<file path="src/rtl/dvfs_seq_pkg.sv">
package dvfs_seq_pkg;
  typedef enum logic [2:0] {
    ST_IDLE,
    ST_VOLT_UP,
    ST_FREQ_UP,
    ST_FREQ_DN,
    ST_VOLT_DN,
    ST_FINISH
  } seq_st_e;
endpackage

</file>
<file path="src/rtl/opp_lut.sv">
module opp_lut #(
  parameter int N = 4,
  parameter int W = 8,
  parameter int LVW = $clog2(N),
  parameter logic [N*W-1:0] TABLE = '0
) (
  input  logic [LVW-1:0] idx,
  output logic [W-1:0]   code
);
  logic [W-1:0] entry [N];

  for (genvar g = 0; g < N; g++) begin : g_entry
    assign entry[g] = TABLE[g*W +: W];
  end

  assign code = entry[idx];
endmodule

</file>
<file path="src/rtl/target_latch.sv">
module target_latch #(
  parameter int LVW = 2
) (
  input  logic           clk,
  input  logic           rst_n,
  input  logic           wr,
  input  logic [LVW-1:0] wr_lvl,
  input  logic           take,
  output logic           pend_vld,
  output logic [LVW-1:0] pend_lvl
);
  always_ff @(posedge clk) begin
    if (!rst_n) begin
      pend_vld <= 1'b0;
      pend_lvl <= '0;
    end else if (wr) begin
      pend_vld <= 1'b1;
      pend_lvl <= wr_lvl;
    end else if (take) begin
      pend_vld <= 1'b0;
    end
  end
endmodule

</file>
<file path="src/rtl/step_engine.sv">
module step_engine
  import dvfs_seq_pkg::*;
#(
  parameter int LVW = 2,
  parameter int RESET_LEVEL = 0
) (
  input  logic           clk,
  input  logic           rst_n,
  input  logic           pend_vld,
  input  logic [LVW-1:0] pend_lvl,
  output logic           take,
  input  logic           vreg_ack,
  input  logic           clk_ack,
  output logic           vreg_req,
  output logic           clk_req,
  output logic [LVW-1:0] volt_lvl,
  output logic [LVW-1:0] freq_lvl,
  output logic [LVW-1:0] cur_lvl,
  output logic           done,
  output logic           idle
);
  localparam logic [LVW-1:0] RST_LVL = LVW'(RESET_LEVEL);

  seq_st_e        st;
  logic [LVW-1:0] tgt;

  assign idle = (st == ST_IDLE);
  assign take = idle && pend_vld;

  always_ff @(posedge clk) begin
    if (!rst_n) begin
      st       <= ST_IDLE;
      tgt      <= RST_LVL;
      volt_lvl <= RST_LVL;
      freq_lvl <= RST_LVL;
      cur_lvl  <= RST_LVL;
      vreg_req <= 1'b0;
      clk_req  <= 1'b0;
      done     <= 1'b0;
    end else begin
      done <= 1'b0;
      unique case (st)
        ST_IDLE: if (pend_vld) begin
          tgt <= pend_lvl;
          if (pend_lvl == cur_lvl) begin
            done <= 1'b1;
          end else if (pend_lvl > cur_lvl) begin
            volt_lvl <= pend_lvl;
            vreg_req <= 1'b1;
            st       <= ST_VOLT_UP;
          end else begin
            freq_lvl <= pend_lvl;
            clk_req  <= 1'b1;
            st       <= ST_FREQ_DN;
          end
        end
        ST_VOLT_UP: if (vreg_ack) begin
          vreg_req <= 1'b0;
          freq_lvl <= tgt;
          clk_req  <= 1'b1;
          st       <= ST_FREQ_UP;
        end
        ST_FREQ_UP: if (clk_ack) begin
          clk_req <= 1'b0;
          st      <= ST_FINISH;
        end
        ST_FREQ_DN: if (clk_ack) begin
          clk_req  <= 1'b0;
          volt_lvl <= tgt;
          vreg_req <= 1'b1;
          st       <= ST_VOLT_DN;
        end
        ST_VOLT_DN: if (vreg_ack) begin
          vreg_req <= 1'b0;
          st       <= ST_FINISH;
        end
        ST_FINISH: begin
          cur_lvl <= tgt;
          done    <= 1'b1;
          st      <= ST_IDLE;
        end
        default: st <= ST_IDLE;
      endcase
    end
  end
endmodule

</file>
<file path="src/rtl/dvfs_seq.sv">
module dvfs_seq #(
  parameter int LEVELS = 4,
  parameter int VW = 8,
  parameter int FW = 4,
  parameter int LVW = $clog2(LEVELS),
  parameter int RESET_LEVEL = 0,
  parameter logic [LEVELS*VW-1:0] VCODE_TABLE = {8'h88, 8'h70, 8'h58, 8'h40},
  parameter logic [LEVELS*FW-1:0] FSEL_TABLE  = {4'h7, 4'h5, 4'h3, 4'h1}
) (
  input  logic           clk,
  input  logic           rst_n,
  input  logic           lvl_wr,
  input  logic [LVW-1:0] lvl_target,
  output logic [VW-1:0]  vreg_code,
  output logic           vreg_req,
  input  logic           vreg_ack,
  output logic [FW-1:0]  clk_sel,
  output logic           clk_req,
  input  logic           clk_ack,
  output logic           busy,
  output logic           done,
  output logic [LVW-1:0] cur_level
);
  logic           pend_vld;
  logic [LVW-1:0] pend_lvl;
  logic           take;
  logic           idle;
  logic [LVW-1:0] volt_lvl;
  logic [LVW-1:0] freq_lvl;

  target_latch #(.LVW(LVW)) u_latch (
    .clk(clk), .rst_n(rst_n), .wr(lvl_wr), .wr_lvl(lvl_target),
    .take(take), .pend_vld(pend_vld), .pend_lvl(pend_lvl)
  );

  step_engine #(.LVW(LVW), .RESET_LEVEL(RESET_LEVEL)) u_engine (
    .clk(clk), .rst_n(rst_n), .pend_vld(pend_vld), .pend_lvl(pend_lvl),
    .take(take), .vreg_ack(vreg_ack), .clk_ack(clk_ack),
    .vreg_req(vreg_req), .clk_req(clk_req), .volt_lvl(volt_lvl),
    .freq_lvl(freq_lvl), .cur_lvl(cur_level), .done(done), .idle(idle)
  );

  opp_lut #(.N(LEVELS), .W(VW), .LVW(LVW), .TABLE(VCODE_TABLE)) u_vlut (
    .idx(volt_lvl), .code(vreg_code)
  );

  opp_lut #(.N(LEVELS), .W(FW), .LVW(LVW), .TABLE(FSEL_TABLE)) u_flut (
    .idx(freq_lvl), .code(clk_sel)
  );

  assign busy = !idle || pend_vld;
endmodule

</file>
<file path="config.mk">
export PLATFORM = sky130hd
export DESIGN_NAME = dvfs_seq
export DESIGN_NICKNAME = d
export VERILOG_FILES = /design/src/rtl/dvfs_seq_pkg.sv /design/src/rtl/opp_lut.sv /design/src/rtl/target_latch.sv /design/src/rtl/step_engine.sv /design/src/rtl/dvfs_seq.sv
export SDC_FILE = /design/constraint.sdc
export NUM_CORES = 1
export LEC_CHECK = 0
export CORE_MARGIN = 2
export CORE_UTILIZATION = 45
export CTS_CLUSTER_DIAMETER = 100
export DETAILED_ROUTE_END_ITERATION = 7
export GPL_ROUTABILITY_DRIVEN = 0
export PLACE_DENSITY = 0.74
export SLEW_MARGIN = 10
export SYNTH_ARGS = -nofsm -noshare
export SYNTH_HDL_FRONTEND = slang
export SYNTH_SLANG_ARGS = --single-unit
</file>
<file path="constraint.sdc">
create_clock -name clk -period 2.25 [get_ports clk]
set_input_delay 0.5625 -clock clk [delete_from_list [all_inputs] [get_ports clk]]
set_output_delay 0.5625 -clock clk [all_outputs]
set_load 0.01 [all_outputs]
</file>
# After elaboration in Yosys (flattened, before gate mapping)
# Index checks and enable logic that the tools add are counted.
[totals]
ff_bits = 17
input_bits = 7
output_inout_bits = 18
word_cells = 89
[classes]
order_cmp = 3
n_eq_ne = 16
muxes = 41
bitwise = 2
reduce_logical = 17
[ops]
columns = ["operator", "count"]
rows = [
  ["two-way mux 2 bit", 9],
  ["two-way mux 3 bit", 6],
  ["AND reduction 6 bit", 3],
  ["binary-select mux 8 bit (select 2 bit)", 1],
  ["two-way mux 8 bit", 2],
  ["one-hot mux 3 bit (5 select lines)", 1],
  ["two-way mux 1 bit", 14],
  ["!= test 2 bit (second input constant)", 6],
  ["AND reduction 5 bit", 2],
  ["binary-select mux 4 bit (select 2 bit)", 1],
  ["two-way mux 4 bit", 2],
  ["!= test 2 x 1 -> 1 bit (second input constant)", 4],
  ["one-hot mux 2 bit (2 select lines)", 2],
  ["== test 3 x 2 -> 1 bit (second input constant)", 2],
  ["== test 3 bit (second input constant)", 2],
  [">= comparator 3 bit (second input constant)", 2],
  ["inverter 2 -> 3 bit", 2],
  ["one-hot mux 1 bit (3 select lines)", 2],
  ["nonzero test 2 bit", 3],
  ["nonzero test 3 bit", 2],
  ["OR reduction 2 bit", 2],
  ["== test 3 x 1 -> 1 bit (second input constant)", 1],
  ["zero test 3 bit", 1],
  ["== test 2 bit", 1],
  ["other kinds (6)", 6],
]

# Longest topological paths before layout
# Gate-level depths: netlist of the first run.
[depth]
word_depth = 5
mapped_depth = 6
depth_no_buf = 6

# Hierarchy
# Synthesis of the first run repeated with hierarchy kept, for this count alone.
[hier_totals]
hier_cells = 122
hier_area_um2 = 1073.5
[modules_own_cells]
columns = ["mod", "n_inst", "cells_per_inst", "area_per_inst_um2", "seq_area_each_um2"]
rows = [
  ["step_engine", 1, 95, 840.8, 280.3],
  ["target_latch", 1, 9, 106.4, 60.1],
  ["opp_lut (u_vlut)", 1, 11, 82.6, 0.0],
  ["opp_lut (u_flut)", 1, 6, 37.5, 0.0],
  ["dvfs_seq", 1, 1, 6.3, 0.0],
]

# Worst setup path before layout of the first run
# OpenSTA, ideal clock, no wires.
[synth_timing]
path_type = "reg-to-output"
startpoint = "reg u_engine.st[2]"
endpoint = "out busy"
arrival_time_ns = 1.053
required_time_ns = 1.688
setup_slack_ns = 0.635
stages_incl_launch_ff = 3
path_buffers = 1
path_cell_list = "dfxtp_1 buf_2 or4_1"
[synth_between]
elab_chain_cells = 3
[synth_lines]
columns = ["item", "line_no", "rtl"]
rows = [
  ["from (decl)", "step_engine.sv:24", "seq_st_e st;"],
  ["from (signal assigned)", "step_engine.sv:32", "st <= ST_IDLE;"],
  ["from (signal assigned)", "step_engine.sv:50", "st <= ST_VOLT_UP;"],
  ["from (signal assigned)", "step_engine.sv:54", "st <= ST_FREQ_DN;"],
  ["zero test 3 bit", "step_engine.sv:27", "assign idle = (st == ST_IDLE);"],
  ["zero test 1 bit", "dvfs_seq.sv:51", "assign busy = !idle || pend_vld;"],
  ["logical OR 1 bit", "dvfs_seq.sv:51", ""],
  ["to (decl)", "dvfs_seq.sv:20", "output logic busy,"],
]
# No other way between the ends.

# Final worst setup path of the first run
[layout_timing]
startpoint = "reg u_latch.pend_vld"
endpoint = "out busy"
[layout_between]
elab_chain_cells = 1
[layout_lines]
columns = ["item", "line_no", "rtl"]
rows = [
  ["from (decl)", "target_latch.sv:9", "output logic pend_vld,"],
  ["from (signal assigned)", "target_latch.sv:14", "pend_vld <= 1'b0;"],
  ["from (signal assigned)", "target_latch.sv:17", "pend_vld <= 1'b1;"],
  ["from (signal assigned)", "target_latch.sv:20", "pend_vld <= 1'b0;"],
  ["logical OR 1 bit", "dvfs_seq.sv:51", ""],
]
# No other way between the ends.

==> qor.csv, run 1 <==
metric;value;unit
CP Class;reg -> out;
Yosys reg bits;17;
Critical Path Fanout Max;6;
PwrDens;589;nW/µm²
antenna-violating nets left;0;
Syn Std Cell Area;991;µm²
crit path time final;2170;ps
Fin Setup TNS;0;ps
multiplexer area fraction after synthesis;9.22;%
number of enable flip-flop cells after synthesis;0;
GRT Util Overall;16.7;%
Iteration-0 DRC Markers;12;
Core Region;2020;µm²
Final Instance Area;1210;µm²
final hold vios;0;
clk buf depth;2;
die area;2590;µm²
vias in the first global route;739;
WL final;1.91;mm
Clk Latency, worst-skew pair;290;ps
post-route setup slack;76.6;ps
Worst EP required;1690;ps
postcts setup bufs;0;
via count;814;
commonest non-fill, non-tap cell in the layout;clkdlybuf4s50_1;
worst path bufs/invs;1;
Cell variety after synth;37;
worst-margin pin slew;579;ps
Max VDD drop;0.386;mV
Residual DRC;0;
startpoint types;flip-flop;
Tcrit/Tclk final;96.6;%
WP data arrival;1610;ps
remaining global-route overflow;0;
Worst path top cell family by delay;buffers and inverters;
crit-path max cell delay;490;ps
port bufs;19;
Clk pin slew, worst setup/hold paths;90;ps
Root Buffer;clkbuf_4;
Synth Area in Simple Gates;19.2;%
Synth Area in Compound Gates;19.1;%
Max transition margin;61.3;%
CTS tree;built;
Die X-Extent;50.9;µm
unrepaired setup endpoints after global routing;no;
initial core utilization;49.0;%
Post-Synth XOR/XNOR Area;0.884;%
global-route wire length before repair;3.25;mm
Initial DRT Pass Iterations;5;
share of cells above drive strength 1;7.58;%
combinational family with the most area after synthesis;simple AND/OR/NAND/NOR gates;
Fmax;0.460;GHz
most frequent cells in the layout;clkdlybuf4s50_1, dfxtp_1, nand2_1;
initial antenna violation count;0;
Seq/Total Area, Yosys;34.3;%
Async SR Flop Fraction;0;%
IO Count;25;
worst path cell trace;or4_1 -> clkdlybuf4s50_1;
hpwl dp;1.44;mm
largest net degree at the start of global routing;20;
Sink Count;17;
status;completed;
Slew Viols, Final;0;
n_diodes;0;
hold crit path type;reg -> reg;
H-tree levels;1;
row cnt;16;
Synth Instances;114;
CTS buffer count;3;
CP Capture Type;output port;
pre-CTS setup slack;362;ps
Ys Warns;0;
ys flop type;dfxtp_1;
Final nets;145;
DP Area;1180;µm²
die height;50.9;µm
DR WL/cell;12.0;µm
P_leak;0.538;nW
Vias/cell;5.12;
clock skew;0.938;ps
slowest CP cell;clkdlybuf4s50_1;
Adder-Cell Fraction of Synth Area;7.32;%
MaxCap Viol Count;0;
Syn Area/Cell;8.69;µm²
Final Setup Violations;0;
area grow syn2layout;21.8;%
cell usage after synthesis, types with 2 or more instances:
cell      number  area (µm²)
a21boi_0       3        22.5
clkbuf_1       3        11.3
conb_1         2        7.51
o211ai_1       2        15.0
dfxtp_1       17         340
nor2b_1        6        37.5
o21a_1         2        15.0
nand2_1       14        52.6
nor2_1         6        22.5
nand2b_1       3        18.8
nor3_1         2        10.0
o21ai_0        5        25.0
buf_4          7        52.6
o211a_1        3        30.0
inv_1          6        22.5
ha_1           5        62.6
mux2i_1        8        80.1
layout make-up:
| cell class | count | area, µm² |
|---|---|---|
| fillers | 187 | 815 |
| multi-input cells | 83 | 571 |
| flip-flops and latches | 17 | 342 |
| repair buffers | 22 | 213 |
| well taps | 27 | 33.8 |
| clock buffers | 4 | 26.3 |
| inverters | 6 | 22.5 |
through the flow:
stage | instances | power [mW] | hold slack (ps) | util, %
floorplan | 117 | 0.487 | 463 | -
global placement | 155 | 0.551 | 447 | 58.4
detailed placement | 155 | 0.556 | 454 | 58.4
CTS | 159 | 0.719 | 468 | 59.7
global route | 159 | 0.754 | 494 | 59.7
finish | 159 | 0.711 | 465 | 59.7
power breakdown:
part	total [mW]	internal, mW	switching [mW]
Combinational	0.211	0.110	0.101
Sequential	0.339	0.322	0.0165
Clock	0.162	0.0690	0.0932
Total	0.711	0.501	0.211
flip-flops by register name (all words and copies together) (netlist names):
name,cells
u_latch.pend_lvl,2
u_engine.freq_lvl,2
u_engine.clk_req,1
u_engine.vreg_req,1
u_latch.pend_vld,1
u_engine.st,3
u_engine.cur_lvl,2
u_engine.volt_lvl,2
u_engine.done,1
u_engine.tgt,2
worst reg2reg max path, cell delays in order (launching register included):
cell	delay [ps]
dfxtp_1	360
inv_1	50
ha_1	330
nor2b_1	140
o211a_1	250
o21a_1	200
o211a_1	210
cells by family after synthesis:
family / count (synthesis)
and+or+nand+nor: 38
other: 2
DFF: 17
buffers and inverters: 17
adders and majority gates: 6
muxes: 9
xor gates and xnor gates: 1
AOI/OAI and AO/OA: 24
final timing paths:
kind / cells past startpoint / from / to / slack (ps)
worst max-delay path: 2 / u_latch.pend_vld / busy / 80
worst min-delay path: 2 / u_engine.freq_lvl[1] / u_engine.freq_lvl[1] / 470
worst max register to register: 6 / u_engine.cur_lvl[1] / u_engine.volt_lvl[0] / 600
worst min register to register: 2 / u_engine.freq_lvl[1] / u_engine.freq_lvl[1] / 470
per-layer routing:
| metal | up-vias | GRT usage [%] | wire length, µm |
|---|---|---|---|
| met5 | - | 0 | 0 |
| met4 | 0 | 9.46 | 42 |
| met2 | 20 | 26.8 | 913 |
| met1 | 369 | 20.9 | 880 |
| met3 | 4 | 2.92 | 71 |
| li1 | 421 | - | - |
timing repair:
item | CTS | global route
resized for setup | 0 | 1
endpoints found under the setup margin | 0 | 1
hold buffers | 0 | 0
No activity file was read; power rests on OpenSTA's default activity.
==> inputs of run 2 (changes only) <==
- ABC_CLOCK_PERIOD_IN_PS: unset -> 2690
- GPL_ROUTABILITY_DRIVEN: 0 -> unset
- clock period: 2.25 -> 2.69 ns (I/O delays scaled with it)
==> qor.csv, run 2 (synthesis results as in run 1) <==
metric;value;unit;change
status;completed;;
hpwl dp;1.46;mm;+1.5%
pre-CTS setup slack;518;ps;+156 ps
Final nets;142;;-2.1%
via count;822;;+0.98%
register-to-register setup slack;1040;ps;+440 ps
Max VDD drop;0.273;mV;-29%
unrepaired setup endpoints after global routing;no;;
most frequent cells in the layout;clkdlybuf4s50_1, dfxtp_1, nand2_1;;
IO Count;25;;unchanged
Max transition margin;60.2;%;-1.1 points
Final Instance Area;1180;µm²;-2.0%
Largest register FFs;3;;unchanged
RR Endpoint;u_engine.volt_lvl[1];;
Critical Path Fanout Max;14;;+8
die height;50.9;µm;unchanged
CP Class;reg -> out;;
post-cts resize count;0;;unchanged
post-route setup slack;185;ps;+108 ps
vias in the first global route;699;;-5.4%
initial core utilization;49.0;%;unchanged
final hold vios;0;;unchanged
row cnt;16;;unchanged
grt met2 use;24.7;%;-2.2 points
internal power;0.412;mW;-18%
Setup crit end;busy;;
NetSw;0.182;mW;-14%
Clk pin slew, worst setup/hold paths;90;ps;about the same
Root Buffer;clkbuf_4;;
GRT Util Overall;16.3;%;-0.41 points
Final Setup Violations;0;;unchanged
final RePlAce weighted congestion;0.816;;
Sequential Area;340;µm²;-0.37%
global-route wire length before repair;3.10;mm;-4.6%
Worst EP required;2020;ps;+330 ps
reg-to-reg startpoint;u_latch.pend_lvl[1];;
remaining global-route overflow;0;;unchanged
Fmax;0.399;GHz;
commonest non-fill, non-tap cell in the layout;clkdlybuf4s50_1;;
Slew Viols, Final;0;;unchanged
Sw Ratio;30.6;%;+1.0 points
startpoint types;flip-flop;;
WL final;1.97;mm;+3.5%
Clk pwr share;24.0;%;+1.2 points
FILL cells;182;;-2.7%
Vias/cell;5.27;;+2.9%
area grow syn2layout;19.4;%;
initial antenna violation count;0;;unchanged
DR WL/cell;12.6;µm;+5.5%
power share of the combinational group;26.0;%;-3.6 points
met3 Use GR;3.80;%;+0.88 points
Core Region;2020;µm²;unchanged
Tcrit/Tclk final;93.1;%;
M1 GR Usage;20.0;%;-0.87 points
postcts setup bufs;0;;unchanged
CTS buffer count;3;;unchanged
clk buf depth;2;;unchanged
Initial DRT Pass Iterations;4;;-1
CP Capture Type;output port;;
largest net degree at the start of global routing;20;;unchanged
n_diodes;0;;unchanged
area occupied by multi-input gates;571;µm²;unchanged
P_leak;0.522;nW;-3.1%
Fin Setup TNS;0;ps;unchanged
Sink Count;17;;unchanged
hold crit path type;reg -> reg;;
hold depth;2;;unchanged
antenna-violating nets left;0;;unchanged
crit path time final;2500;ps;
Die X-Extent;50.9;µm;unchanged
PwrDens;502;nW/µm²;-15%
worst-margin pin slew;595;ps;+16.6 ps
Critical Path Source;u_engine.st[2];;
clock skew;9.94;ps;+9.00 ps
Biggest register;u_engine.st;;
MaxCap Viol Count;0;;unchanged
DP Area;1160;µm²;-1.9%
GRT busiest layer;met2;;
Iteration-0 DRC Markers;20;;+8
die area;2590;µm²;unchanged
WP data arrival;1830;ps;+220 ps
Clk Latency, worst-skew pair;300;ps;about the same
share of cells above drive strength 1;4.65;%;-2.9 points
CTS tree;built;;
part of the power in registers;50.0;%;+2.4 points
post-cts hold buffer count;0;;unchanged
port bufs;19;;unchanged
H-tree levels;1;;unchanged
worst-case reg-to-reg path depth;5;;-1
Residual DRC;0;;unchanged
[run 2: final cells by class]
type,instances,area share (%)
well taps,27,2.85
multi-input cells,83,48.2
flip-flops and latches,17,28.8
inverters,6,1.90
repair buffers,19,16.1
clock buffers,4,2.22
[run 2: how the worst min path moves through the flow]
stage	start	slack (ps)	to
4_1_cts	u_engine.freq_lvl[0]	470	u_engine.freq_lvl[0]
5_1_grt	u_engine.freq_lvl[0]	490	u_engine.freq_lvl[0]
3_5_place_dp	u_engine.freq_lvl[0]	460	u_engine.freq_lvl[0]
2_1_floorplan	u_engine.tgt[1]	460	u_engine.cur_lvl[1]
3_3_place_gp	u_engine.freq_lvl[0]	450	u_engine.freq_lvl[0]
6_report	u_engine.freq_lvl[0]	470	u_engine.freq_lvl[0]
[run 2: metrics by stage]
step / cells / power, mW / util, % / hold WS, ps
floorplan: 117 / 0.408 / - / 463
global placement: 152 / 0.452 / 57.2 / 447
detailed placement: 152 / 0.459 / 57.2 / 459
CTS: 156 / 0.600 / 58.5 / 472
global route: 156 / 0.630 / 58.5 / 487
finish: 156 / 0.595 / 58.5 / 467
[run 2: layer usage]
layer | vias to the layer above | part of all wire (%)
li1 | 406 | -
met1 | 390 | 49
met2 | 21 | 45
met3 | 5 | 3.7
met4 | 0 | 2.5
met5 | - | 0
[run 2: power by group through the flow]
stage               Sequential (mW)  Combinational (mW)  Clock, mW
floorplan                     0.290               0.117          0
finish                        0.297               0.155      0.143
CTS                           0.297               0.156      0.146
detailed placement            0.303               0.156          0
global route                  0.301               0.170      0.160
global placement              0.301               0.152          0
[run 2: worst max-delay path, stage by stage, from the launching register on]
cell             delay (ps)
dfxtp_1                 470
or4_1                   580
clkdlybuf4s50_1         490
==> inputs of run 3 (changes only) <==
- CORE_MARGIN: 2 -> unset
==> qor.csv, run 3 (synthesis results as in run 1) <==
metric;value;unit;change
Sequential Area;340;µm²;unchanged
Root Buffer;clkbuf_4;;
startpoint types;flip-flop;;
Final nets;143;;+0.70%
GRT Util Overall;15.2;%;-1.1 points
area grow syn2layout;20.3;%;
Fmax;0.406;GHz;+1.6%
status;completed;;
Vias/cell;5.10;;-3.2%
via count;801;;-2.6%
Sink Count;17;;unchanged
slowest CP cell;or4_1;;
Core Region;2020;µm²;unchanged
area occupied by multi-input gates;571;µm²;unchanged
WP data arrival;1790;ps;-40 ps
Fin Setup TNS;0;ps;unchanged
die height;48.9;µm;-3.9%
crit-path max cell delay;560;ps;-20 ps
Max VDD drop;0.306;mV;+12%
Worst path top cell family by delay;simple AND/OR/NAND/NOR gates;;
register-to-register setup slack;1080;ps;+40 ps
port bufs;19;;unchanged
IO Count;25;;unchanged
final hold vios;0;;unchanged
clk buf depth;2;;unchanged
unrepaired setup endpoints after global routing;no;;
Final Instance Area;1190;µm²;+0.74%
MaxCap Viol Count;0;;unchanged
Worst EP required;2020;ps;about the same
CP Capture Type;output port;;
clock skew;4.04;ps;-5.90 ps
CP Class;reg -> out;;
worst-margin pin slew;596;ps;+1.10 ps
Critical Path Fanout Max;14;;unchanged
commonest non-fill, non-tap cell in the layout;clkdlybuf4s50_1;;
most frequent cells in the layout;clkdlybuf4s50_1, dfxtp_1, nand2_1;;
PwrDens;493;nW/µm²;-1.8%
H-tree levels;1;;unchanged
CTS tree;built;;
global-route wire length before repair;2.88;mm;-6.9%
Final Setup Violations;0;;unchanged
post-cts resize count;0;;unchanged
vias in the first global route;691;;-1.1%
FILL cells;199;;+9.3%
n_diodes;0;;unchanged
CTS buffer count;3;;unchanged
postcts setup bufs;0;;unchanged
hpwl dp;1.30;mm;-11%
Iteration-0 DRC Markers;9;;-55%
crit path time final;2470;ps;-39.8 ps
Clk pin slew, worst setup/hold paths;100;ps;about the same
initial antenna violation count;0;;unchanged
die area;2390;µm²;-7.7%
worst path cell trace;or4_1 -> clkdlybuf4s50_1;;
row cnt;16;;unchanged
hold crit path type;reg -> reg;;
P_leak;0.530;nW;+1.6%
Die X-Extent;48.9;µm;-3.9%
initial core utilization;49.0;%;unchanged
final RePlAce weighted congestion;0.834;;+2.2%
WL final;1.75;mm;-12%
Max transition margin;60.1;%;-0.074 points
antenna-violating nets left;0;;unchanged
remaining global-route overflow;0;;unchanged
Biggest register;u_engine.st;;
Tcrit/Tclk final;91.6;%;-1.5 points
DP Area;1160;µm²;+0.65%
share of cells above drive strength 1;6.15;%;+1.5 points
Initial DRT Pass Iterations;4;;unchanged
post-cts hold buffer count;0;;unchanged
DR WL/cell;11.1;µm;-12%
worst path bufs/invs;1;;unchanged
Residual DRC;0;;unchanged
largest net degree at the start of global routing;20;;unchanged
Largest register FFs;3;;unchanged
Clk Latency, worst-skew pair;290;ps;about the same
Slew Viols, Final;0;;unchanged
-- run 3: tightest hold or removal path, delay by kind of cell (launching register included) --
kind | cells | cell delay, ps
and+or+nand+nor | 1 | 50
DFF | 1 | 320
muxes | 1 | 60
-- run 3: where the power goes --
group          switching [mW]  internal (mW)
Sequential             0.0227          0.269
Clock                  0.0821         0.0553
Combinational          0.0717         0.0873
-- run 3: path summary, 6_finish.rpt --
path	from	endpoint	cells after the start
worst min-delay path	u_engine.freq_lvl[0]	u_engine.freq_lvl[0]	2
worst max-delay path	u_engine.st[2]	busy	2
worst max register to register	u_engine.cur_lvl[1]	u_engine.volt_lvl[0]	6
worst min register to register	u_engine.freq_lvl[0]	u_engine.freq_lvl[0]	2
-- run 3: cell type report --
class | instances | area share, %
inverter | 6 | 1.89
clock buffer | 3 | 1.89
clock inverter | 1 | 0.420
tap | 27 | 2.83
sequential | 17 | 28.5
multi-input combinational | 83 | 47.8
timing repair buffer | 20 | 16.6
-- run 3: routing by layer --
layer	vias to the layer above	routed length [µm]	GRT usage (%)	part of all wire [%]
met1	369	893	20.0	51
met2	21	768	24.3	44
li1	409	-	-	-
met5	-	0	0	0
met3	2	74	2.80	4.2
met4	0	10	5.88	0.57
-- run 3: per-stage QoR --
step                      utilization, %  std cells  power [mW]  hold slack [ps]  worst slack [ps]
final                               59.0        157       0.588              469               225
after global routing                59.0        157       0.624              490               148
after CTS                           59.0        157       0.596              472               223
after detailed placement            57.6        153       0.457              459               555
after global placement              57.6        153       0.456              446               569
after floorplan                        -        117       0.408              463               965
